**config.mk**
```make
export PLATFORM = sky130hd
export DESIGN_NAME = ecc_resp_ctrl
export DESIGN_NICKNAME = d
export VERILOG_FILES = /design/src/rtl/ecc_pkg.sv /design/src/rtl/ecc_enc.sv /design/src/rtl/ecc_dec.sv /design/src/rtl/ecc_resp_ctrl.sv
export SDC_FILE = /design/constraint.sdc
export NUM_CORES = 1
export LEC_CHECK = 0
export ABC_AREA = 1
export BUFFER_PORTS_ARGS = -buffer_cell sky130_fd_sc_hd__buf_4
export CORE_MARGIN = 3
export CORE_UTILIZATION = 57
export CTS_BUF_LIST = sky130_fd_sc_hd__clkbuf_8
export DETAILED_ROUTE_END_ITERATION = 10
export GPL_TIMING_DRIVEN = 0
export HOLD_SLACK_MARGIN = 0.06
export PLACE_DENSITY_LB_ADDON = 0.3
export SYNTH_ARGS = -nofsm -noshare
export SYNTH_HDL_FRONTEND = slang
export SYNTH_SLANG_ARGS = --single-unit
```
**constraint.sdc**
```tcl
create_clock -name clk -period 1.6 [get_ports clk]
set_input_delay 0.24 -clock clk [delete_from_list [all_inputs] [get_ports clk]]
set_output_delay 0.24 -clock clk [all_outputs]
set_load 0.1 [all_outputs]
```
**src/rtl/ecc_pkg.sv**
```systemverilog
package ecc_pkg;
    localparam int DW     = 64;
    localparam int HW     = 7;
    localparam int CW     = HW + 1;
    localparam int BW     = DW / 8;
    localparam int CODE_N = DW + CW;

    typedef enum logic [2:0] {
        ACC_RD_ONE  = 3'd0,
        ACC_RD_BEAT = 3'd1,
        ACC_WR_ONE  = 3'd2,
        ACC_WR_BEAT = 3'd3,
        ACC_SCRUB   = 3'd4
    } acc_e;

    // Hamming part over data, positions 1..CODE_N-1 with powers of two reserved
    function automatic logic [HW-1:0] ecc_hamming(input logic [DW-1:0] d);
        logic [HW-1:0] h;
        int k;
        h = '0;
        k = 0;
        for (int p = 1; p < CODE_N; p++) begin
            if ((p & (p - 1)) != 0) begin
                for (int j = 0; j < HW; j++) begin
                    if (p[j]) h[j] = h[j] ^ d[k];
                end
                k++;
            end
        end
        return h;
    endfunction
endpackage

```
**src/rtl/ecc_enc.sv**
```systemverilog
module ecc_enc
    import ecc_pkg::*;
(
    input  logic [DW-1:0] enc_data,
    output logic [CW-1:0] enc_chk
);
    logic [HW-1:0] ham;

    always_comb begin
        ham     = ecc_hamming(enc_data);
        enc_chk = {^{enc_data, ham}, ham};
    end
endmodule

```
**src/rtl/ecc_dec.sv**
```systemverilog
module ecc_dec
    import ecc_pkg::*;
(
    input  logic [DW-1:0] dec_data,
    input  logic [CW-1:0] dec_chk,
    output logic [DW-1:0] fix_data,
    output logic [CW-1:0] syn,
    output logic          is_sgl,
    output logic          is_dbl
);
    logic [HW-1:0] ham;
    logic [HW-1:0] s;
    logic          pfail;
    int            k;

    always_comb begin
        ham    = ecc_hamming(dec_data);
        s      = ham ^ dec_chk[HW-1:0];
        pfail  = ^{dec_data, dec_chk};
        syn    = {pfail, s};
        is_sgl = pfail && (int'(s) < CODE_N);
        is_dbl = (!pfail && (s != '0)) || (pfail && (int'(s) >= CODE_N));
        fix_data = dec_data;
        k = 0;
        for (int p = 1; p < CODE_N; p++) begin
            if ((p & (p - 1)) != 0) begin
                if (is_sgl && (p == int'(s))) fix_data[k] = ~dec_data[k];
                k++;
            end
        end
    end
endmodule

```
**src/rtl/ecc_resp_ctrl.sv**
```systemverilog
module ecc_resp_ctrl
    import ecc_pkg::*;
#(
    parameter int AW = 28
) (
    input  logic              clk,
    input  logic              rst_n,
    input  logic              req_valid,
    input  logic [2:0]        req_kind,
    input  logic [AW-1:0]     req_addr,
    input  logic [DW-1:0]     req_wdata,
    input  logic [BW-1:0]     req_be,
    input  logic [DW-1:0]     mem_rdata,
    input  logic [CW-1:0]     mem_rchk,
    input  logic              irq_en,
    input  logic              mck_en,
    input  logic              scrub_wb_en,
    input  logic              log_clr,
    output logic              rsp_valid,
    output logic [DW-1:0]     rsp_rdata,
    output logic              mem_we,
    output logic [AW-1:0]     mem_waddr,
    output logic [DW-1:0]     mem_wdata,
    output logic [CW-1:0]     mem_wchk,
    output logic              irq,
    output logic              mck,
    output logic              log_valid,
    output logic              log_dbl,
    output logic [2:0]        log_kind,
    output logic [AW-1:0]     log_addr,
    output logic [CW-1:0]     log_syn
);
    typedef struct packed {
        logic          rsp_valid;
        logic [DW-1:0] rsp_rdata;
        logic          we;
        logic [AW-1:0] waddr;
        logic [DW-1:0] wdata;
        logic [CW-1:0] wchk;
        logic          irq;
        logic          mck;
        logic          lv;
        logic          ldbl;
        logic [2:0]    lkind;
        logic [AW-1:0] laddr;
        logic [CW-1:0] lsyn;
    } state_t;

    state_t st_d, st_q;

    logic [DW-1:0] dec_fix;
    logic [CW-1:0] dec_syn;
    logic          dec_sgl, dec_dbl;
    logic [DW-1:0] merged;
    logic [DW-1:0] wsrc;
    logic [CW-1:0] wsrc_chk;
    acc_e          acc;
    logic          checked, err_hit, dbl_hit;

    ecc_dec u_dec (
        .dec_data (mem_rdata),
        .dec_chk  (mem_rchk),
        .fix_data (dec_fix),
        .syn      (dec_syn),
        .is_sgl   (dec_sgl),
        .is_dbl   (dec_dbl)
    );

    for (genvar b = 0; b < BW; b++) begin : g_merge
        assign merged[b*8 +: 8] = req_be[b] ? req_wdata[b*8 +: 8] : dec_fix[b*8 +: 8];
    end

    ecc_enc u_enc (
        .enc_data (wsrc),
        .enc_chk  (wsrc_chk)
    );

    always_comb begin
        acc = acc_e'(req_kind);
        unique case (acc)
            ACC_WR_ONE:  wsrc = merged;
            ACC_WR_BEAT: wsrc = req_wdata;
            default:     wsrc = dec_fix;
        endcase
        checked = req_valid && (acc == ACC_RD_ONE || acc == ACC_RD_BEAT ||
                                acc == ACC_WR_ONE || acc == ACC_SCRUB);
        err_hit = checked && (dec_sgl || dec_dbl);
        dbl_hit = checked && dec_dbl;
    end

    always_comb begin
        st_d           = st_q;
        st_d.rsp_valid = 1'b0;
        st_d.rsp_rdata = '0;
        st_d.we        = 1'b0;
        if (req_valid) begin
            st_d.waddr = req_addr;
            st_d.wdata = wsrc;
            st_d.wchk  = wsrc_chk;
            case (acc)
                ACC_RD_ONE, ACC_RD_BEAT: begin
                    st_d.rsp_valid = 1'b1;
                    st_d.rsp_rdata = dec_dbl ? mem_rdata : dec_fix;
                end
                ACC_WR_ONE: begin
                    st_d.rsp_valid = 1'b1;
                    st_d.we        = !dec_dbl;
                end
                ACC_WR_BEAT: begin
                    st_d.rsp_valid = 1'b1;
                    st_d.we        = 1'b1;
                end
                ACC_SCRUB: st_d.we = dec_sgl && scrub_wb_en;
                default: ;
            endcase
        end
        if (!st_q.lv || log_clr) begin
            st_d.lv = err_hit;
            if (err_hit) begin
                st_d.ldbl  = dec_dbl;
                st_d.lkind = req_kind;
                st_d.laddr = req_addr;
                st_d.lsyn  = dec_syn;
            end
        end
        st_d.irq = (st_q.irq && !log_clr) || (err_hit && irq_en);
        st_d.mck = (st_q.mck && !log_clr) || (dbl_hit && mck_en);
    end

    always_ff @(posedge clk or negedge rst_n) begin
        if (!rst_n) st_q <= '0;
        else        st_q <= st_d;
    end

    assign rsp_valid = st_q.rsp_valid;
    assign rsp_rdata = st_q.rsp_rdata;
    assign mem_we    = st_q.we;
    assign mem_waddr = st_q.waddr;
    assign mem_wdata = st_q.wdata;
    assign mem_wchk  = st_q.wchk;
    assign irq       = st_q.irq;
    assign mck       = st_q.mck;
    assign log_valid = st_q.lv;
    assign log_dbl   = st_q.ldbl;
    assign log_kind  = st_q.lkind;
    assign log_addr  = st_q.laddr;
    assign log_syn   = st_q.lsyn;

    // Independent decode of the outgoing write word
    logic [DW-1:0] wb_fix;
    logic [CW-1:0] wb_syn;
    logic          wb_sgl, wb_dbl;

    ecc_dec u_wb_dec (
        .dec_data (mem_wdata),
        .dec_chk  (mem_wchk),
        .fix_data (wb_fix),
        .syn      (wb_syn),
        .is_sgl   (wb_sgl),
        .is_dbl   (wb_dbl)
    );

    assert_fresh_chk_R4: assert property (@(posedge clk) disable iff (!rst_n)
        mem_we |-> (wb_syn == '0 && !wb_sgl && !wb_dbl && wb_fix == mem_wdata));

    assert_wr_skip_R5: assert property (@(posedge clk) disable iff (!rst_n)
        (req_valid && req_kind == 3'd2 && dec_dbl) |=> (rsp_valid && !mem_we));

    assert_burst_nolog_R6: assert property (@(posedge clk) disable iff (!rst_n)
        (req_valid && req_kind == 3'd3 && !log_valid) |=> !log_valid);

    assert_scrub_silent_R7: assert property (@(posedge clk) disable iff (!rst_n)
        (req_valid && req_kind == 3'd4) |=> !rsp_valid);

    assert_mck_cause_R9: assert property (@(posedge clk) disable iff (!rst_n)
        $rose(mck) |-> $past(req_valid && dec_dbl && mck_en));

    assert_log_sticky_R10: assert property (@(posedge clk) disable iff (!rst_n)
        (log_valid && !log_clr) |=> (log_valid && $stable(log_addr) && $stable(log_syn)));

    assert_ignored_R11: assert property (@(posedge clk) disable iff (!rst_n)
        (req_valid && req_kind > 3'd4) |=> (!rsp_valid && !mem_we));
endmodule

```
==> results of run 1 <==
stage by stage:
stage          setup slack [ns]  setup TNS (ns)  utilization (%)  std cells  area, µm²
4_1_cts                   -2.20         -148.24             88.5       4014      26400
2_1_floorplan             -1.92         -137.81                -       2945      18100
3_3_place_gp              -3.22         -526.67             71.4       3700      21300
3_5_place_dp              -3.28         -308.11             71.6       3702      21400
cell families after synthesis:
kind of cell | Yosys count | share of synthesized area [%]
DFF | 209 | 30.0
buffers and inverters | 453 | 10.5
AOI/OAI and AO/OA | 308 | 9.16
and+or+nand+nor | 1898 | 46.3
xor gates and xnor gates | 77 | 3.96
routing by layer:
| metal | GRT usage (%) | GRT overflow |
|---|---|---|
| met5 | 67.0 | 11 |
| met4 | 107 | 476 |
| met3 | 85.6 | 76 |
| met2 | 115 | 1112 |
| met1 | 90.9 | 54 |
what timing repair did:
item                       in CTS
pin swaps                     183
setup buffers                 200
hold endpoints to repair      159
resized for setup             602
hold buffers                   44
setup endpoints to repair     193
cloned                          7
==> PnR_summary.wiki, run 1 <==
{| class="wikitable"
! Metric !! Value
|-
| Primary flip-flop cell chosen by synthesis mapping || sky130_fd_sc_hd__dfrtp_1
|-
| Num CTS Buffers || 36
|-
| Row cnt || between 60 and 70
|-
| Count of clock tree sinks || 209
|-
| Synthesized net count || 3127
|-
| Die Wd || 181 µm
|-
| First error in the log || [ERROR GRT-0232] Routing congestion too high. Check the congestion heatmap in the GUI.
|-
| Pin count of the biggest net entering global routing || 122
|-
| Bufs on Longest Clock Path || 3
|-
| Y dimension of the die || 181 µm
|-
| Number of enable flip-flop cells after synthesis || 0
|-
| Sequential element share of the synthesized area || a little under a third
|-
| Last stage || global routing (5_1_grt)
|-
| Status || stopped before the end
|-
| Htree depth || 2
|-
| Synth warnings || 0
|-
| Residual overflow from global routing || roughly 1700
|-
| Cell chosen for the clock root || sky130_fd_sc_hd__clkbuf_8
|-
| Global Route Usage Sum || 98.1%
|-
| FFs w/ async S/R, synth || 100%
|-
| Count of buffers inserted at the top-level ports || 365
|-
| Most frequent cells after synthesis || sky130_fd_sc_hd__nand2_1, sky130_fd_sc_hd__nand3_1, sky130_fd_sc_hd__inv_1
|-
| Most frequent cell after synthesis || sky130_fd_sc_hd__nand2_1
|-
| Top-area cell type share of the netlist area || 30.0%
|-
| Cell types occupying the most area after synthesis || sky130_fd_sc_hd__dfrtp_1, sky130_fd_sc_hd__nand2_1, sky130_fd_sc_hd__nand3_1
|-
| Placer's final routability congestion estimate || 1.09
|-
| Gate count of the mapped netlist || ~2900
|-
| Yosys reg bits || about 210
|-
| Cell taking the most area after synthesis || sky130_fd_sc_hd__dfrtp_1
|-
| Avg Inst Size Synth || approximately 5.9 µm²
|-
| Area of the mapped netlist || roughly 17000 µm²
|-
| HPWL Detailed || between 60000 and 70000 µm
|-
| Number of top-level pins || 391
|-
| Count of cell types in the netlist || 40
|-
| Starting density of the core || between 50% and 60%
|}
==> run 2: changes to the inputs <==
--- a/config.mk
+++ b/config.mk
@@ -8,12 +8,10 @@
 export ABC_AREA = 1
 export BUFFER_PORTS_ARGS = -buffer_cell sky130_fd_sc_hd__buf_4
 export CORE_MARGIN = 3
-export CORE_UTILIZATION = 57
-export CTS_BUF_LIST = sky130_fd_sc_hd__clkbuf_8
+export CORE_UTILIZATION = 40
 export DETAILED_ROUTE_END_ITERATION = 10
 export GPL_TIMING_DRIVEN = 0
-export HOLD_SLACK_MARGIN = 0.06
-export PLACE_DENSITY_LB_ADDON = 0.3
+export PLACE_DENSITY_LB_ADDON = 0.15
 export SYNTH_ARGS = -nofsm -noshare
 export SYNTH_HDL_FRONTEND = slang
 export SYNTH_SLANG_ARGS = --single-unit
==> PnR_summary.wiki, run 2 <==
{| class="wikitable"
! Metric !! Value
|-
| Net total in the final layout || between 3000 and 4000
|-
| Lkg Pwr || 0.0148 µW
|-
| Primary flip-flop cell chosen by synthesis mapping || sky130_fd_sc_hd__dfrtp_1
|-
| Total Power Consumption || 36300 µW
|-
| Pin count of the biggest net entering global routing || between 100 and 150
|-
| Most used cells in the layout excluding fill and tap cells || sky130_fd_sc_hd__nand2_1, sky130_fd_sc_hd__buf_4, sky130_fd_sc_hd__nand2_2
|-
| Endpoint, Worst Hold || log_kind[1]$_DFFE_PN0P_
|-
| Commonest non-fill, non-tap cell in the layout || sky130_fd_sc_hd__nand2_1
|-
| Sequential Area || 5230 µm²
|-
| Synth warnings || 0 (unchanged)
|-
| Clock tree skew after final layout || 0.00695 ns
|-
| Logic depth of the worst register-to-register path || 5
|-
| Number of design rule violations left after detail routing || 0
|-
| HPWL Detailed || 68300 µm (+5.1%)
|-
| Placer's final routability congestion estimate || 1.03 (-5.7%)
|-
| First DRT Iteration DRCs || between 2000 and 3000
|-
| Data required, critical path || about 2.0 ns
|-
| Sequential element share of the synthesized area || 30.0% (unchanged)
|-
| Reg-to-reg setup timing slack || about 0.38 ns
|-
| Largest incremental delay on the critical path || approximately 0.36 ns
|-
| DR vias || 22698
|-
| Row cnt || 75 (+19%)
|-
| Count of cell types in the netlist || 40 (unchanged)
|-
| Htree depth || 1 (-1)
|-
| FFs w/ async S/R, synth || 100% (unchanged)
|-
| Filler Cell Count || approximately 3800
|-
| Residual overflow from global routing || 0
|-
| Most frequent cells after synthesis || sky130_fd_sc_hd__nand2_1, sky130_fd_sc_hd__nand3_1, sky130_fd_sc_hd__inv_1
|-
| Global Route Usage Sum || between 30% and 40%
|-
| Clock latency on the worst-skew pair || around 0.55 ns
|-
| Clock period minus final worst setup slack || between 3 and 4 ns
|-
| Number of top-level pins || 391 (unchanged)
|-
| Type of element launching the critical path || input pin
|-
| Count of buffers inserted at the top-level ports || 365 (unchanged)
|-
| Most frequent cell after synthesis || sky130_fd_sc_hd__nand2_1
|-
| Crit end category || register
|-
| Status || finished, violations left
|-
| Utilization after layout || 67.0%
|-
| Overall routed net length || 91200 µm
|-
| Cell with the largest stage delay on the worst path || sky130_fd_sc_hd__xor2_1
|-
| Final Hold Fails || 0
|-
| Setup repair after global routing missed its margin || true
|-
| Area of the multi-input gates || roughly 14000 µm²
|-
| Finished layout cell area || between 20000 and 30000 µm²
|-
| Die Wd || 215 µm (+19%)
|-
| Synthesized net count || 3127 (unchanged)
|-
| WL/cell || ~22 µm
|-
| Per-cell via count in the routed design || roughly 5.5
|-
| Placed inst area || 21600 µm² (+1.1%)
|-
| Final critical-path setup slack || -2.31 ns
|-
| Pin slew with the least headroom to its limit || around 0.87 ns
|-
| Y dimension of the die || 215 µm (+19%)
|-
| Count of clock tree sinks || 209 (unchanged)
|-
| Starting density of the core || 40.9% (-17 points)
|-
| Bufs on Longest Clock Path || 3 (unchanged)
|-
| Setup Viol. Count Final || 199
|-
| Initial antenna violation count || 4
|-
| Worst setup path category || input pin to register
|-
| Worst hold path depth || 3
|-
| Number of max-cap violations || 0
|-
| Capture instance of the worst register-to-register path || log_addr[14]$_DFFE_PN0P_
|-
| Signal arrival time at the worst endpoint || approximately 4.3 ns
|-
| Cell types occupying the most area after synthesis || sky130_fd_sc_hd__dfrtp_1, sky130_fd_sc_hd__nand2_1, sky130_fd_sc_hd__nand3_1
|-
| Top-area cell type share of the netlist area || 30.0% (unchanged)
|-
| Clock transition at the registers of the reported paths || around 0.06 ns
|-
| Avg Inst Size Synth || 5.91 µm² (unchanged)
|-
| Proportion of layout cells with a drive suffix above 1 || between 40% and 50%
|-
| Wire length of the first global-routing pass || 129000 µm
|-
| Worst-case vdd ir drop || ~1 mV
|-
| Class of the most critical hold timing path || input pin to register
|-
| Final worst-path cycle share || 244%
|-
| Number of enable flip-flop cells after synthesis || 0 (unchanged)
|-
| Critical hold path startpoint || req_kind[1]
|-
| Power density over cell area || ~1300 nW/µm²
|-
| Die ar. || between 40000 and 50000 µm²
|-
| Max Slew Vio Count || 0
|-
| Num CTS Buffers || 24 (-33%)
|-
| Yosys reg bits || 209 (unchanged)
|-
| Gate count of the mapped netlist || 2945 (unchanged)
|-
| Clock tree from TritonCTS || built
|-
| Number of iterations in the first detailed-routing pass || 5
|-
| Worst R2R Start || log_valid$_DFFE_PN0P_
|-
| Core Box Area || between 40000 and 50000 µm²
|-
| Violations in the final reports || negative setup slack
|-
| Largest fanout of any net on the critical path || 6
|-
| Relative max-transition margin || a little over two fifths
|-
| Area of the mapped netlist || 17400 µm² (unchanged)
|-
| Setup TNS || -166.45 ns
|-
| Number of global-route vias before repair || between 20000 and 25000
|-
| Area overhead of the layout relative to synthesis || 63.8%
|-
| Antenna violation net count after detailed routing || 0
|-
| Cell taking the most area after synthesis || sky130_fd_sc_hd__dfrtp_1
|-
| Cell chosen for the clock root || sky130_fd_sc_hd__clkbuf_16
|-
| Peak Freq || between 200 and 300 MHz
|}
-- run 2: worst max-delay path by stage --
stage | startpoint | endpoint
final | mem_rdata[35] | mem_wchk[7]$_DFFE_PN0P_
after global routing | mem_rdata[27] | mem_wchk[7]$_DFFE_PN0P_
after CTS | mem_rdata[23] | mem_wchk[7]$_DFFE_PN0P_
after detailed placement | mem_rdata[13] | mem_wchk[7]$_DFFE_PN0P_
after global placement | mem_rdata[13] | mem_wchk[7]$_DFFE_PN0P_
after floorplan | mem_rdata[52] | mem_wchk[7]$_DFFE_PN0P_
-- run 2: repair_timing --
action,in CTS,in global routing
pin swaps,223,239
setup buffers,128,59
gates resized for setup,619,484
hold buffers,32,0
endpoints found under the setup margin,190,207
cloned,4,3
endpoints found under the hold margin,157,0
-- run 2: layer usage --
layer	routed length [µm]	GRT usage, %
met1	37100	48.9
met2	40800	58.4
met3	8570	7.65
met5	0	0
met4	4700	15.3
-- run 2: final cells by class --
class,instances,area share (%)
Inverter,357,5.71
Antenna cell,4,0.0351
Timing Repair Buffer,589,18.3
Tap cell,577,2.53
Buffer,95,3.29
Clock inverter,13,0.584
Clock buffer,31,2.34
Sequential cell,209,18.3
Multi-Input combinational cell,2283,48.8
-- run 2: kinds of logic after synthesis --
logic type	Yosys count	share of synthesized area [%]
AOI/OAI and AO/OA	308	9.16
xor gates and xnor gates	77	3.96
buffers and inverters	453	10.5
DFF	209	30.0
and+or+nand+nor	1898	46.3
-- run 2: metrics by stage --
stage | cells | worst slack, ns | hold WS (ns)
after floorplan | 2945 | -1.92 | -0.0556
after global placement | 3887 | -3.49 | 0.438
after detailed placement | 3889 | -3.54 | 0.318
after CTS | 4093 | -2.04 | 0.00212
after global routing | 4157 | -2.53 | 0.0248
final | 4158 | -2.31 | 0.0346
-- run 2: critical path, delay by kind of cell --
kind / cells / cell delay (ns)
buf+inv: 7 / 0.60
compound gates: 1 / 0.06
simple gates: 30 / 2.80
xor+xnor: 2 / 0.59
-- run 2: where the power goes --
part	leakage, µW	switching (µW)	internal, µW
Sequential	0.00258	446	6030
Clock	0.000414	2380	3450
Combinational	0.0118	16400	7570
Total	0.0148	19300	17100
(Power assumes the default switching activity.)
==> run 3: changes to the inputs <==
--- a/config.mk
+++ b/config.mk
@@ -8,10 +8,11 @@
 export ABC_AREA = 1
 export BUFFER_PORTS_ARGS = -buffer_cell sky130_fd_sc_hd__buf_4
 export CORE_MARGIN = 3
-export CORE_UTILIZATION = 40
+export CORE_UTILIZATION = 24
 export DETAILED_ROUTE_END_ITERATION = 10
 export GPL_TIMING_DRIVEN = 0
 export PLACE_DENSITY_LB_ADDON = 0.15
 export SYNTH_ARGS = -nofsm -noshare
 export SYNTH_HDL_FRONTEND = slang
+export SYNTH_HIERARCHICAL = 1
 export SYNTH_SLANG_ARGS = --single-unit
==> PnR_summary.wiki, run 3 <==
{| class="wikitable"
! Metric !! Value
|-
| Die Wd || 273 µm (+27%)
|-
| Area of the mapped netlist || 17100 µm² (-1.7%)
|-
| Class of the most critical hold timing path || input pin to register
|-
| Clock period minus final worst setup slack || 4.07 ns (+0.162 ns)
|-
| Synthesized net count || 2948 (-5.7%)
|-
| Most common cell type on the critical path || sky130_fd_sc_hd__nand2_1
|-
| Final worst-path cycle share || 254% (+10 points)
|-
| Relative max-transition margin || 54.2% (+12 points)
|-
| Final critical-path setup slack || -2.47 ns (-0.162 ns)
|-
| Status || finished, violations left
|-
| Initial antenna violation count || 14 (+10)
|-
| Largest fanout of any net on the critical path || 8 (+2)
|-
| Clock latency on the worst-skew pair || 0.55 ns (about the same)
|-
| Worst setup path category || input pin to register
|-
| Placer's final routability congestion estimate || 0.923 (-10%)
|-
| Yosys reg bits || 209 (unchanged)
|-
| Area overhead of the layout relative to synthesis || 61.4%
|-
| Proportion of layout cells with a drive suffix above 1 || 45.1% (+0.36 points)
|-
| Power density over cell area || 1410 nW/µm² (+10%)
|-
| Starting density of the core || 24.3% (-17 points)
|-
| Setup Viol. Count Final || 191 (-4.0%)
|-
| Row cnt || 97 (+29%)
|-
| Count of cell types in the netlist || 42 (+5.0%)
|-
| Number of enable flip-flop cells after synthesis || 0 (unchanged)
|-
| Gate count of the mapped netlist || 2766 (-6.1%)
|-
| Clock transition at the registers of the reported paths || 0.06 ns (about the same)
|-
| Most used cells in the layout excluding fill and tap cells || sky130_fd_sc_hd__nand2_1, sky130_fd_sc_hd__buf_4, sky130_fd_sc_hd__nand2_2
|-
| First DRT Iteration DRCs || 1253 (-52%)
|-
| Cell with the largest stage delay on the worst path || sky130_fd_sc_hd__nand4_4
|-
| Peak Freq || 246 MHz (-4.0%)
|-
| Number of global-route vias before repair || 18985 (-11%)
|-
| Antenna violation net count after detailed routing || 0 (unchanged)
|-
| Count of buffers inserted at the top-level ports || 390 (+6.8%)
|-
| Residual overflow from global routing || 0 (unchanged)
|-
| HPWL Detailed || 69200 µm (+1.3%)
|-
| Global Route Usage Sum || 21.9% (-15 points)
|-
| DR vias || 20007 (-12%)
|-
| Most frequent cells after synthesis || sky130_fd_sc_hd__nand2_1, sky130_fd_sc_hd__inv_1, sky130_fd_sc_hd__dfrtp_1
|-
| Die ar. || 74600 µm² (+62%)
|-
| Pin count of the biggest net entering global routing || 77 (-32%)
|-
| Top-area cell type share of the netlist area || 30.6% (+0.51 points)
|-
| Per-cell via count in the routed design || 4.57 (-16%)
|-
| Bufs on Longest Clock Path || 3 (unchanged)
|-
| Hold slack || -0.0346 ns (-0.0692 ns)
|-
| Overall routed net length || 86800 µm (-4.8%)
|-
| Num CTS Buffers || 25 (+4.2%)
|-
| Placed inst area || 21500 µm² (-0.71%)
|-
| Type of element launching the critical path || input pin
|-
| Cell taking the most area after synthesis || sky130_fd_sc_hd__dfrtp_1
|-
| Setup repair after global routing missed its margin || true
|-
| Htree depth || 1 (unchanged)
|-
| Synth warnings || 6 (+6)
|-
| Max Slew Vio Count || 0 (unchanged)
|-
| Sequential element share of the synthesized area || 30.6% (+0.51 points)
|-
| Count of clock tree sinks || 209 (unchanged)
|-
| Primary flip-flop cell chosen by synthesis mapping || sky130_fd_sc_hd__dfrtp_1
|-
| Cell chosen for the clock root || sky130_fd_sc_hd__clkbuf_16
|-
| Final Hold Fails || 24 (+24)
|-
| WL/cell || 19.8 µm (-9.7%)
|-
| Most frequent cell after synthesis || sky130_fd_sc_hd__nand2_1
|-
| Crit end category || register
|-
| Signal arrival time at the worst endpoint || 4.52 ns (+0.20 ns)
|-
| Clock tree from TritonCTS || built
|-
| Number of iterations in the first detailed-routing pass || 5 (unchanged)
|-
| Post-route non-filler standard cell count || 4382 (+5.4%)
|-
| Commonest non-fill, non-tap cell in the layout || sky130_fd_sc_hd__nand2_1
|-
| Filler Cell Count || 7595 (+100%)
|-
| Reg-to-reg setup timing slack || 0.23 ns (-0.15 ns)
|-
| Number of top-level pins || 391 (unchanged)
|-
| Net total in the final layout || 3598 (-3.8%)
|-
| Wire length of the first global-routing pass || 121000 µm (-6.4%)
|-
| Data required, critical path || 2.05 ns (+0.03 ns)
|-
| Y dimension of the die || 273 µm (+27%)
|-
| Worst-case vdd ir drop || 1.22 mV (+25%)
|-
| Lkg Pwr || 0.0147 µW (-0.99%)
|-
| Cell types occupying the most area after synthesis || sky130_fd_sc_hd__dfrtp_1, sky130_fd_sc_hd__nand2_1, sky130_fd_sc_hd__inv_1
|-
| Sequential Area || 5230 µm² (unchanged)
|-
| Number of design rule violations left after detail routing || 0 (unchanged)
|-
| Area of the multi-input gates || 12400 µm² (-11%)
|-
| Core Box Area || 70400 µm² (+66%)
|-
| Finished layout cell area || 27600 µm² (-3.1%)
|-
| Violations in the final reports || negative hold slack, negative setup slack
|-
| Avg Inst Size Synth || 6.19 µm² (+4.7%)
|-
| Pin slew with the least headroom to its limit || 0.687 ns (-0.182 ns)
|-
| Clock tree skew after final layout || 0.00389 ns (-0.00305 ns)
|-
| Placed cell count || 4098 (+5.4%)
|-
| FFs w/ async S/R, synth || 100% (unchanged)
|-
| Number of max-cap violations || 0 (unchanged)
|-
| Largest incremental delay on the critical path || 0.23 ns (-0.13 ns)
|}
-- run 3: cell type report --
class / count / share of cell area, %
Antenna cell: 13 / 0.118
Buffer: 87 / 3.10
Clock buffer: 35 / 2.65
Clock inverter: 5 / 0.335
Inverter: 428 / 6.46
Multi-Input combinational cell: 2036 / 44.9
Sequential cell: 209 / 18.9
Tap cell: 940 / 4.26
Timing Repair Buffer: 629 / 19.3
-- run 3: cell families (layout without fill, tap and decap cells) --
family / Yosys count / count (layout) / share of synthesized area (%)
other: 0 / 13 / 0
AND/OR/NAND/NOR: 1689 / 1689 / 41.9
AO/OA/AOI/OAI: 240 / 240 / 9.16
flip-flops: 209 / 209 / 30.6
buffers and inverters: 521 / 1184 / 12.5
XOR/XNOR: 107 / 107 / 5.89
-- run 3: final timing paths --
check	endpoint	startpoint	cells after the start
max	mem_wchk[4]$_DFFE_PN0P_	mem_rdata[36]	40
max in group asynchronous	rsp_rdata[16]$_DFF_PN0_	rst_n	4
min reg2reg	mem_waddr[12]$_DFFE_PN0P_	mem_waddr[12]$_DFFE_PN0P_	2
min in group asynchronous	log_addr[2]$_DFFE_PN0P_	rst_n	2
max reg2reg	log_addr[25]$_DFFE_PN0P_	log_valid$_DFFE_PN0N_	6
min	mem_wdata[46]$_DFFE_PN0P_	req_wdata[46]	3
-- run 3: critical path, delay by kind of cell --
kind | cells | cell delay, ns
buffers and inverters | 13 | 1.47
AOI/OAI and AO/OA | 2 | 0.33
xor gates and xnor gates | 2 | 0.30
and+or+nand+nor | 23 | 2.14
-- run 3: report_power, final --
group / switching (µW) / internal, µW
clock network: 2450 / 3500
logic: 18100 / 7900
registers: 636 / 6280
-- run 3: routing by layer --
metal  global-route usage, %  share of wire (%)  up-vias
li1                        -                  -     9793
met1                    27.7                 42     9528
met2                    38.3                 49      542
met3                    1.92                4.4      142
met4                    8.53                4.2        2
met5                       0              0.023        -
-- run 3: what timing repair did --
item	in CTS	in global routing
gates resized for setup	512	490
cloned	5	6
hold endpoints to repair	204	22
endpoints found under the setup margin	194	194
hold buffers	53	1
buffers inserted	91	84
pin swaps	139	179
-- run 3: metrics by stage --
| stage | TNS [ns] | power (µW) | worst slack, ns | hold WS [ns] | util, % |
|---|---|---|---|---|---|
| 2_1_floorplan | -165.95 | 21700 | -2.08 | -0.0556 | - |
| 3_3_place_gp | -687.12 | 27100 | -3.96 | 0.453 | 30.4 |
| 3_5_place_dp | -387.01 | 27200 | -3.98 | 0.243 | 30.5 |
| 4_1_cts | -152.20 | 36500 | -2.36 | -0.0695 | 36.0 |
| 5_1_grt | -181.81 | 40700 | -2.68 | -0.0339 | 39.2 |
| 6_report | -154.74 | 38800 | -2.47 | -0.0346 | 39.2 |
